File: config.mk
export PLATFORM = sky130hd
export DESIGN_NAME = range_mask_gen
export DESIGN_NICKNAME = d
export VERILOG_FILES = /design/src/rtl/rmask_pkg.sv /design/src/rtl/edge_mask.sv /design/src/rtl/range_combine.sv /design/src/rtl/mask_slot.sv /design/src/rtl/range_mask_gen.sv
export SDC_FILE = /design/constraint.sdc
export NUM_CORES = 1
export LEC_CHECK = 0
export CORE_MARGIN = 3
export CORE_UTILIZATION = 25
export CTS_CLUSTER_DIAMETER = 50
export DETAILED_ROUTE_END_ITERATION = 6
export HOLD_SLACK_MARGIN = 0.05
export PLACE_DENSITY = 0.48
export RECOVER_POWER = 50
export SLEW_MARGIN = 25
export SYNTH_ARGS = -nofsm -noshare
export SYNTH_HDL_FRONTEND = slang
export SYNTH_HIERARCHICAL = 1
export SYNTH_SLANG_ARGS = --single-unit
File: constraint.sdc
create_clock -name clk -period 2 [get_ports clk]
set_input_delay 0.3 -clock clk [delete_from_list [all_inputs] [get_ports clk]]
set_output_delay 0.3 -clock clk [all_outputs]
set_load 0.1 [all_outputs]
File: src/rtl/rmask_pkg.sv
package rmask_pkg;
  // Default geometry of the mask word.
  localparam int unsigned MASK_W_DEF = 64;
  localparam int unsigned POS_W_DEF  = $clog2(MASK_W_DEF);

  // Variant of a single-edge mask: ones at or past an index, or ones up to it.
  typedef enum logic {
    EDGE_FROM = 1'b0,
    EDGE_UPTO = 1'b1
  } edge_kind_e;
endpackage

File: src/rtl/edge_mask.sv
// One-sided mask: for every MSB-0 position p, bit (W-1-p) tells whether p
// lies at/after idx (EDGE_FROM) or at/before idx (EDGE_UPTO).
module edge_mask
  import rmask_pkg::*;
#(
  parameter int unsigned W     = MASK_W_DEF,
  parameter int unsigned IW    = $clog2(W),
  parameter edge_kind_e  KIND  = EDGE_FROM
) (
  input  logic [IW-1:0] idx,
  output logic [W-1:0]  mask
);
  for (genvar p = 0; p < W; p++) begin : g_pos
    localparam logic [IW-1:0] POS = IW'(p);
    if (KIND == EDGE_FROM) begin : g_from
      assign mask[W-1-p] = (POS >= idx);
    end else begin : g_upto
      assign mask[W-1-p] = (POS <= idx);
    end
  end
endmodule

File: src/rtl/range_combine.sv
// Joins the two one-sided masks: intersection for a plain run,
// union when the run wraps past the end of the word.
module range_combine #(
  parameter int unsigned W  = 64,
  parameter int unsigned IW = $clog2(W)
) (
  input  logic [IW-1:0] first,
  input  logic [IW-1:0] last,
  input  logic [W-1:0]  from_first,
  input  logic [W-1:0]  upto_last,
  output logic [W-1:0]  mask
);
  logic wraps;
  always_comb begin
    wraps = (first > last);
    mask  = wraps ? (from_first | upto_last) : (from_first & upto_last);
  end
endmodule

File: src/rtl/mask_slot.sv
// Single-entry output register with valid/ready handshake on both sides.
module mask_slot #(
  parameter int unsigned W = 64
) (
  input  logic         clk,
  input  logic         rst_n,
  input  logic         in_valid,
  output logic         in_ready,
  input  logic [W-1:0] in_data,
  output logic         out_valid,
  input  logic         out_ready,
  output logic [W-1:0] out_data
);
  logic         full_q;
  logic [W-1:0] data_q;

  assign in_ready  = !full_q || out_ready;
  assign out_valid = full_q;
  assign out_data  = data_q;

  always_ff @(posedge clk) begin
    if (!rst_n) begin
      full_q <= 1'b0;
      data_q <= '0;
    end else if (in_valid && in_ready) begin
      full_q <= 1'b1;
      data_q <= in_data;
    end else if (out_ready) begin
      full_q <= 1'b0;
    end
  end

  // a stalled result neither vanishes nor changes.
  a_r7_hold_stalled: assert property (@(posedge clk) disable iff (!rst_n)
    (out_valid && !out_ready) |=> (out_valid && $stable(out_data)));

  // an accepted request is presented on the next cycle.
  a_r6_load_shows: assert property (@(posedge clk) disable iff (!rst_n)
    (in_valid && in_ready) |=> (out_valid && out_data == $past(in_data)));

  // back-pressure rule seen at the pins.
  a_r9_ready_rule: assert property (@(posedge clk) disable iff (!rst_n)
    (out_valid && !out_ready) |-> !in_ready);
endmodule

File: src/rtl/range_mask_gen.sv
module range_mask_gen
  import rmask_pkg::*;
#(
  parameter int unsigned W  = MASK_W_DEF,
  parameter int unsigned IW = $clog2(W)
) (
  input  logic          clk,
  input  logic          rst_n,
  input  logic          req_valid,
  output logic          req_ready,
  input  logic [IW-1:0] req_first,
  input  logic [IW-1:0] req_last,
  output logic          msk_valid,
  input  logic          msk_ready,
  output logic [W-1:0]  msk_data
);
  logic [W-1:0] from_first;
  logic [W-1:0] upto_last;
  logic [W-1:0] comb_mask;

  edge_mask #(.W(W), .IW(IW), .KIND(EDGE_FROM)) u_from (
    .idx  (req_first),
    .mask (from_first)
  );

  edge_mask #(.W(W), .IW(IW), .KIND(EDGE_UPTO)) u_upto (
    .idx  (req_last),
    .mask (upto_last)
  );

  range_combine #(.W(W), .IW(IW)) u_join (
    .first      (req_first),
    .last       (req_last),
    .from_first (from_first),
    .upto_last  (upto_last),
    .mask       (comb_mask)
  );

  mask_slot #(.W(W)) u_slot (
    .clk       (clk),
    .rst_n     (rst_n),
    .in_valid  (req_valid),
    .in_ready  (req_ready),
    .in_data   (comb_mask),
    .out_valid (msk_valid),
    .out_ready (msk_ready),
    .out_data  (msk_data)
  );

  // a plain run has exactly last-first+1 ones.
  a_r1_run_length: assert property (@(posedge clk) disable iff (!rst_n)
    (req_valid && req_first <= req_last) |->
      ($countones(comb_mask) == int'(req_last) - int'(req_first) + 1));

  // a wrapped run leaves a zero gap of first-last-1 positions.
  a_r2_wrap_length: assert property (@(posedge clk) disable iff (!rst_n)
    (req_valid && req_first > req_last) |->
      ($countones(comb_mask) == int'(W) - (int'(req_first) - int'(req_last) - 1)));

  // equal ends give one set bit.
  a_r4_single_bit: assert property (@(posedge clk) disable iff (!rst_n)
    (req_valid && req_first == req_last) |-> ($countones(comb_mask) == 1));

  // full-word cases.
  a_r5_all_ones: assert property (@(posedge clk) disable iff (!rst_n)
    (req_valid && ((req_first == '0 && int'(req_last) == int'(W) - 1) ||
                   int'(req_first) == int'(req_last) + 1)) |-> (&comb_mask));
endmodule

# After elaboration in Yosys (flattened, before gate mapping)
# Index checks and enable logic that the tools add are counted.
# totals
regBits	65
inputBits	16
output_inout_bits	66
word_cells	140
# classes
order_cmp	129
mux	3
n_bitwise	2
reduce_logical	4
# ops
cell	count
$ge A6 B6 Y1 const A	32
$le A6 B6 Y1 const A	32
$ge A5 B6 Y1 const A	16
$le A5 B6 Y1 const A	16
$and A64 B64 Y64	1
$mux W64	1
$or A64 B64 Y64	1
$ge A4 B6 Y1 const A	8
$le A4 B6 Y1 const A	8
$ge A3 B6 Y1 const A	4
$le A3 B6 Y1 const A	4
$ge A1 B6 Y1 const A	2
$ge A2 B6 Y1 const A	2
$le A1 B6 Y1 const A	2
$le A2 B6 Y1 const A	2
$gt A6 B6 Y1	1
$mux W1	2
$reduce_bool A2 Y1	1
$logic_and A1 B1 Y1	1
$logic_not A1 Y1	1
$logic_or A1 B1 Y1	1

# Logic depth before layout (Yosys ltp)
# Gate-level depths: netlist (run 1).
# logic_depth
depth_word	4
ltp_mapped	9
ltp_nobuf	8

# Hierarchy
# Netlist (run 1), hierarchy kept.
# by_module_without_submodules
mod	n_inst	cells_per_inst	area_per_inst_um2	seq_area_each_um2
mask_slot	1	282	2655.0	1301.2
range_combine	1	90	883.3	0.0
edge_mask at u_upto	1	106	589.3	0.0
edge_mask at u_from	1	103	525.5	0.0

# Worst setup path before layout (run 1)
# OpenSTA, ideal clock, no wires.
# synth_path
path_type	register to register
startpoint	reg u_slot.full_q, in the netlist u_slot/out_valid
endpoint	reg u_slot.data_q[0], in the netlist u_slot/out_data[0]
setup_time_ns	0.120
arrival_time_ns	2.030
required_ns	1.880
path_slack_ns	-0.151
path_stages_with_launch	6
n_path_buf	2
period_less_slack_ns	2.151
path_cell_list	dfxtp_1 -> nand2b_4 -> and2_4 -> buf_12 -> buf_12 -> mux2i_1
# synth_between
elab_chain_len	3
# synth_rtl
element	line_no	rtl
start, declared	mask_slot.sv:14	logic full_q;
start signal, assigned	mask_slot.sv:23	full_q <= 1'b0;
start signal, assigned	mask_slot.sv:26	full_q <= 1'b1;
start signal, assigned	mask_slot.sv:29	full_q <= 1'b0;
$logic_not A1 Y1	mask_slot.sv:17	assign in_ready = !full_q || out_ready;
$logic_or A1 B1 Y1	mask_slot.sv:17	
via req_ready	range_mask_gen.sv:10	output logic req_ready,
$logic_and A1 B1 Y1	mask_slot.sv:25	end else if (in_valid && in_ready) begin
end signal, assigned	mask_slot.sv:27	data_q <= in_data;
end, declared	mask_slot.sv:15	logic [W-1:0] data_q;
# The timed path passes the listed nets, and every way through them passes these cells.
# A chain may end at the register's enable or synchronous reset.

# Final worst setup path (run 1)
# layout_path
startpoint	in req_last[3]
endpoint	reg u_slot.data_q[50], in the netlist u_slot/out_data[50]
# layout_between
elab_chain_len	3
elab_cells_between_ends	5
classes_between	order compare: 2; mux: 1; bitwise: 2
# layout_rtl
element	line_no	rtl
start, declared	range_mask_gen.sv:12	input logic [IW-1:0] req_last,
$le A4 B6 Y1	edge_mask.sv:18	assign mask[W-1-p] = (POS <= idx);
$and A64 B64 Y64 / $or A64 B64 Y64 (equally long branches)	range_combine.sv:16	mask = wraps ? (from_first | upto_last) : (from_first & upto_last);
$mux W64 *	range_combine.sv:16	
via comb_mask[50]	range_mask_gen.sv:19	logic [W-1:0] comb_mask;
# Mark *: on every way through the listed nets, which the timed path passes. The rest lies on a longest branch.

==> impl_metrics.sql, run 1 <==
INSERT INTO impl_metrics (metric_group, metric, value, unit) VALUES
('outcome', 'status', 'complete, no violations', ''),
('sta', 'finalCriticalPeriod', '1969', 'ps'),
('clock_network', 'clock_insertion_delay_worst_skew', '340', 'ps'),
('yosys', 'yosysWarningCount', '6', ''),
('finish', 'finish.utilization', '33.67', '%'),
('yosys', 'netlist-cell-type-count', '51', ''),
('finish', 'design.final.nets', '701', ''),
('clock_network', 'cts_buffer_depth', '2', ''),
('drt', 'routed_wirelength', '15790', 'um'),
('grt', 'antenna_found_initial', '0', ''),
('finish', 'final_cell_count_no_fill', '913', ''),
('clock_network', 'clk_pin_slew', '50', 'ps'),
('clock_network', 'cts_inserted_buffers', '9', ''),
('sta', 'tightest_slew', '629.5', 'ps'),
('die', 'floorplan.die_area', '20290', 'um2'),
('placed_design', 'detailedPlacementHpwl', '10780', 'um'),
('grt', 'first_global_vias', '4379', ''),
('power', 'power', '5.167', 'mW'),
('flow_run', 'timing.max_cap.violations', '0', ''),
('critical_path', 'endpoint', 'u_slot/out_data[50]', ''),
('yosys', 'postSynthAreaPerCell', '8.009', 'um2'),
('critical_path', 'rrSetupSlack', '840', 'ps'),
('placed_design', 'post-place-ws', '-569.1', 'ps'),
('yosys', 'synth_enable_flop_cells', '0', ''),
('critical_path', 'cp_data_arrival_time', '2190', 'ps'),
('finish', 'antenna_cells_inserted', '0', ''),
('critical_path', 'crit_path_cell_trace', 'clkdlybuf4s15_2 -> inv_2 -> ha_4 -> and4_4 -> buf_6 -> a32oi_4 -> buf_12 -> buf_12 -> clkbuf_16 -> maj3_1 -> nand2_1 -> mux2i_1', ''),
('clock_network', 'clock-sinks', '65', ''),
('clock_network', 'cts_tree', 'yes', ''),
('sta', 'min_period_over_period', '98.45', '%'),
('placed_design', 'buffers_on_ports', '81', ''),
('yosys', 'syn-instance-count', '581', ''),
('grt', 'globalRouteOverflowTotal', '0', ''),
('finish', 'ratio_of_cells_with_drive_above_1_in_the_final_layout', '30.85', '%'),
('power', 'peakVddDrop', '362.4', 'uV'),
('sta', 'finalSetupViolations', '0', ''),
('clock_network', 'ctsHtreeMaxLevel', '3', ''),
('drt', 'drt_pre_antenna_iters', '4', ''),
('yosys', 'synth.top_cells.by_count', 'nand2_1, dfxtp_1, maj3_1, mux2i_1, nor2_1', ''),
('critical_path', 'rr_worst_depth', '4', ''),
('clock_network', 'ctsRootBufferMaster', 'clkbuf_16', ''),
('critical_path', 'criticalPathCategory', 'primary input to flop', ''),
('yosys', 'synth_top_area_share', '27.96', '%'),
('yosys', 'syn_area', '4653', 'um2'),
('finish', 'area_growth_syn_to_layout', '31.33', '%'),
('drt', 'post_route_antenna_net_violation_count', '0', ''),
('yosys', 'cell_accounting_for_the_most_synthesized_area', 'dfxtp_1', ''),
('power', 'pwr_density_cell', '845.5', 'nW/um2'),
('critical_path', 'timing.critical_path.from_type', 'primary input', ''),
('yosys', 'ys_ff_latch', '65', ''),
('critical_path', 'worst_r2r_endpoint', 'u_slot/out_data[34]', ''),
('critical_path', 'critical_path.most_common_cell', 'buf_12', ''),
('sta', 'maxSlewViolCount', '0', ''),
('yosys', 'synth_flop_cell', 'dfxtp_1', ''),
('yosys', 'async_reset_ff_share', '0', '%'),
('yosys', 'synth_most_common_cell', 'nand2_1', ''),
('die', 'floorplan.die.height', '142.4', 'um'),
('clock_network', 'cts-hold-fix-buffers', '0', ''),
('drt', 'route.vias.total', '4338', ''),
('critical_path', 'crit_path_from', 'req_last[3]', ''),
('finish', 'layout.filler_cells', '1967', ''),
('critical_path', 'max_stage_delay', '360', 'ps'),
('yosys', 'seq_area_frac_synth', '27.96', '%'),
('yosys', 'synth_top_cells_by_area', 'dfxtp_1, maj3_1, mux2i_1, nand2_1, buf_12', ''),
('grt', 'grt_first_pass_wirelength', '24420', 'um'),
('drt', 'post_drt_wl_per_cell', '17.29', 'um'),
('critical_path', 'reg2reg_from', 'u_slot/out_valid', ''),
('grt', 'globalRouteTotalUtil', '15.43', '%'),
('sta', 'timing.slew.headroom', '57.59', '%'),
('die', 'dieWidth', '142.4', 'um'),
('placed_design', 'numPlacedInstances', '886', '');
worst min-delay path by stage:
stage / from / end / cells after the start / slack [ps]
after CTS: u_slot/out_data[17] / u_slot/out_data[17] / 2 / 460
after detailed placement: u_slot/out_data[33] / u_slot/out_data[33] / 2 / 450
after global routing: u_slot/out_data[10] / u_slot/out_data[10] / 2 / 480
final: u_slot/out_data[17] / u_slot/out_data[17] / 2 / 450
after floorplan: req_valid / u_slot/out_valid / 2 / 430
after global placement: u_slot/out_data[2] / u_slot/out_data[2] / 2 / 450
logic make-up (layout without fill, tap and decap cells):
logic type	Yosys count	count (layout)	share of synthesized area [%]
flops	65	65	27.96
buf+inv	75	178	10.54
fa+ha+maj	70	70	15.38
other cells	2	2	0.1614
mux	64	64	13.77
simple gates	225	225	20.87
compound gates	80	80	11.32
metal layers:
layer	share of wire, %	global-route usage, %	routed length [um]	vias to the layer above
li1	-	-	-	2162
met1	46	20.36	7234	2063
met2	47	25.76	7488	98
met3	5.2	2.957	815	15
met4	1.6	4.302	247	0
met5	0	0	0	-
metrics by stage:
stage / instance area (um2) / TNS [ps] / hold WS, ps
5_1_grt: 6111 / -8.889 / 476.0
6_report: 6111 / 0 / 454.7
3_3_place_gp: 5677 / -27100 / 445.4
3_5_place_dp: 5677 / -32090 / 448.6
4_1_cts: 6252 / 0 / 457.5
2_1_floorplan: 4654 / 0 / 431.3
layout by cell type (no fill, tap or decap), types with 3 or more instances in the layout:
master     instances
ha_4               4
buf_4             49
o21ai_0           17
dfxtp_1           64
a21o_1             3
and3_1             3
inv_1             13
and2_1             4
or3_1              3
a21oi_1           20
nor2b_1            3
inv_2              4
maj3_2            30
nand3_1            4
buf_12            12
maj3_1            34
o21bai_1          11
a21boi_0          10
clkbuf_16         10
nand2b_1           3
buf_16             4
clkbuf_2          68
nor2_1            27
mux2i_1           64
nand2_1          158
clkinv_2           4
layout make-up:
| type | count | area (um2) | share of cell area [%] |
|---|---|---|---|
| clock buffers | 10 | 239.0 | 3.911 |
| clock inverters | 6 | 57.56 | 0.9419 |
| inverters | 18 | 67.56 | 1.106 |
| multi-input cells | 441 | 2978 | 48.73 |
| flip-flops and latches | 65 | 1303 | 21.31 |
| well taps | 229 | 286.5 | 4.689 |
| repair buffers | 144 | 1180 | 19.31 |
timing repair:
action	in CTS	in global routing
buffers inserted	5	2
setup endpoints to repair	64	56
cloned	4	1
pin swaps	7	4
gates resized for setup	51	31
state kept, by name (all words and copies together) (netlist names):
signal            count
u_slot/out_data      64
u_slot/out_valid      1
critical path, delay by kind of cell:
kind,cells,cell delay (ps)
fa+ha+maj,2,610
compound gates,1,60
buf+inv,6,810
simple gates,2,330
mux,1,70
where the power goes:
part	internal [mW]	switching, mW	total (mW)
Clock	0.989	0.596	1.58
Combinational	0.638	1.47	2.10
Sequential	1.41	0.0647	1.48
Total	3.04	2.13	5.17
Power figures use the tool's default switching activity.
==> run 2: changes to the inputs <==
==> constraint.sdc (replaced) <==
create_clock -name clk -period 2 [get_ports clk]
set_input_delay 0.2 -clock clk [delete_from_list [all_inputs] [get_ports clk]]
set_output_delay 0.2 -clock clk [all_outputs]
set_load 0.1 [all_outputs]
==> run 2 against run 1 <==
Net effect: wire length is 1.7% lower; global-route usage hardly changed; sequential power about the same; total power decreased by 3.3%; first-iteration DRC count fell by 14%; die area is the same; critical endpoint is now u_slot/out_data[15]; largest cell class unchanged.
==> impl_metrics.sql, run 2 (same netlist as run 1, synthesis figures left out) <==
INSERT INTO impl_metrics (metric_group, metric, value, unit) VALUES
('finish', 'finish.utilization', '33.01', '%'),
('die', 'dieWidth', '142.4', 'um'),
('grt', 'globalRouteTotalUtil', '15.44', '%'),
('power', 'power_leakage', '2.591', 'nW'),
('power', 'pwr_density_cell', '834.1', 'nW/um2'),
('sta', 'finalSetupTns', '0', 'ps'),
('sta', 'finalSetupViolations', '0', ''),
('power', 'power', '4.997', 'mW'),
('clock_network', 'clk_pin_slew', '50', 'ps'),
('sta', 'hold_viol', '0', ''),
('sta', 'min_period_over_period', '95.36', '%'),
('drt', 'routed_wirelength', '15520', 'um'),
('flow_run', 'timing.max_cap.violations', '0', ''),
('clock_network', 'clock_insertion_delay_worst_skew', '340', 'ps'),
('critical_path', 'criticalPathCategory', 'primary input to flop', ''),
('clock_network', 'cts_tree', 'yes', ''),
('sta', 'upper_clock_frequency_limit', '524.3', 'MHz'),
('drt', 'route.vias.total', '4252', ''),
('finish', 'antenna_cells_inserted', '0', ''),
('sta', 'timing.hold.ws', '429.3', 'ps'),
('drt', 'post_drt_via_cell_ratio', '4.704', ''),
('finish', 'final_common_cell', 'nand2_1', ''),
('clock_network', 'cts_inserted_buffers', '9', ''),
('drt', 'post_route_antenna_net_violation_count', '0', ''),
('die', 'floorplan.io_pins', '82', ''),
('drt', 'drc_violations_left', '0', ''),
('grt', 'grt_first_pass_wirelength', '24340', 'um'),
('clock_network', 'cts_buffer_depth', '2', ''),
('die', 'floorplan.die_area', '20290', 'um2'),
('critical_path', 'timing.critical_path.from_type', 'primary input', ''),
('clock_network', 'ctsHtreeMaxLevel', '3', ''),
('finish', 'ratio_of_cells_with_drive_above_1_in_the_final_layout', '25.19', '%'),
('grt', 'first_global_vias', '4407', ''),
('die', 'rows', '49', ''),
('finish', 'design.final.nets', '692', ''),
('finish', 'layout.filler_cells', '1979', ''),
('grt', 'antenna_found_initial', '0', ''),
('grt', 'globalRouteOverflowTotal', '0', ''),
('finish', 'most-common-layout-cells', 'nand2_1, mux2i_1, dfxtp_1, clkbuf_2, maj3_1', ''),
('die', 'core_area', '18150', 'um2'),
('placed_design', 'detailedPlacementHpwl', '10630', 'um'),
('critical_path', 'crit_fanout', '7', ''),
('sta', 'tightest_slew', '548.4', 'ps'),
('finish', 'layout.cell_area.non_filler', '5991', 'um2'),
('placed_design', 'placed_cell_area', '5604', 'um2'),
('sta', 'finalCriticalPeriod', '1907', 'ps'),
('power', 'peakVddDrop', '355.4', 'uV'),
('placed_design', 'gpl.final_weighted_congestion', '0.9043', ''),
('drt', 'post_drt_wl_per_cell', '17.16', 'um'),
('clock_network', 'ctsRootBufferMaster', 'clkbuf_16', ''),
('placed_design', 'buffers_on_ports', '81', ''),
('sta', 'maxSlewViolCount', '0', ''),
('grt', 'maximum_number_of_pins_on_one_net_before_global_route_repair', '130', ''),
('min_path', 'worstHoldPathType', 'primary input to flop', ''),
('sta', 'finalClockSkew', '7.721', 'ps'),
('sta', 'timing.slew.headroom', '63.60', '%'),
('clock_network', 'clock-sinks', '65', ''),
('critical_path', 'worst-endpoint-required', '2270', 'ps'),
('finish', 'area_growth_syn_to_layout', '28.74', '%'),
('drt', 'drt_iter0_markers', '209', ''),
('critical_path', 'cp_data_arrival_time', '2170', 'ps'),
('die', 'floorplan.die.height', '142.4', 'um'),
('critical_path', 'end_kind', 'flop', ''),
('outcome', 'status', 'complete, no violations', ''),
('finish', 'largest_register_ff_count', '64', ''),
('drt', 'drt_pre_antenna_iters', '5', ''),
('die', 'initial_core_util', '25.64', '%');
==> run 2: cell count changes in the layout (fill, tap and decap cells not counted), moves of 3 or more <==
cell / before / now
clkbuf_2: 68 / 63
dlygate4sd2_1: 2 / 7
buf_12: 12 / 9
maj3_2: 30 / 4
maj3_1: 34 / 60
buf_4: 49 / 43
==> run 2: layout make-up <==
type | instances | area, um2 | area share, %
multi-input cells | 441 | 2950 | 49.25
well taps | 229 | 286.5 | 4.783
inverters | 18 | 67.56 | 1.128
repair buffers | 135 | 1102 | 18.40
clock inverters | 6 | 42.54 | 0.7101
clock buffers | 10 | 239.0 | 3.989
flip-flops and latches | 65 | 1303 | 21.74
==> run 2: path summary, 6_finish.rpt <==
path                  startpoint                   to  slack, ps  depth (start not counted)
max                 req_first[5]  u_slot/out_data[15]         90                         10
min                        rst_n   u_slot/out_data[1]        430                          4
max reg2reg     u_slot/out_valid  u_slot/out_data[18]        850                          4
min reg2reg  u_slot/out_data[56]  u_slot/out_data[56]        450                          2
==> run 2: worst max-delay path, stage by stage <==
cell,delay [ps]
dlygate4sd2_1,280
ha_4,300
and4_4,230
o21ai_2,70
a32oi_4,320
buf_12,160
bufbuf_16,250
maj3_2,180
nand2_1,40
mux2i_1,130
==> run 2: what timing repair did <==
action,in CTS,in global routing
setup endpoints to repair,28,10
hold buffers,0,0
buffers inserted,5,1
cloned,4,1
resized for setup,32,10
pin swaps,6,5
==> run 2: power by group <==
part	internal (mW)	total (mW)	leakage, nW	switching, mW
sequential	1.41	1.48	0.535	0.0621
combinational	0.605	2.06	1.92	1.45
clock	0.872	1.47	0.135	0.593
==> run 2: per-layer routing <==
layer | vias up | routed length [um] | track usage, %
met2 | 80 | 7457 | 25.24
met5 | - | 0 | 0
met1 | 2034 | 7147 | 20.20
li1 | 2126 | - | -
met3 | 12 | 718 | 3.663
met4 | 0 | 191 | 4.752
==> run 2: metrics by stage <==
stage | instances | setup slack [ps]
after global placement | 878 | -356.9
final | 904 | 92.80
after detailed placement | 878 | -398.9
after global routing | 904 | -2.841
after CTS | 903 | 16.70
after floorplan | 581 | 248.0
==> run 3: changes to the inputs <==
Settings changed: CAP_MARGIN from default to 20.
==> results of run 3 <==
The final DEF is identical to that of run 2; final timing and power are the same.
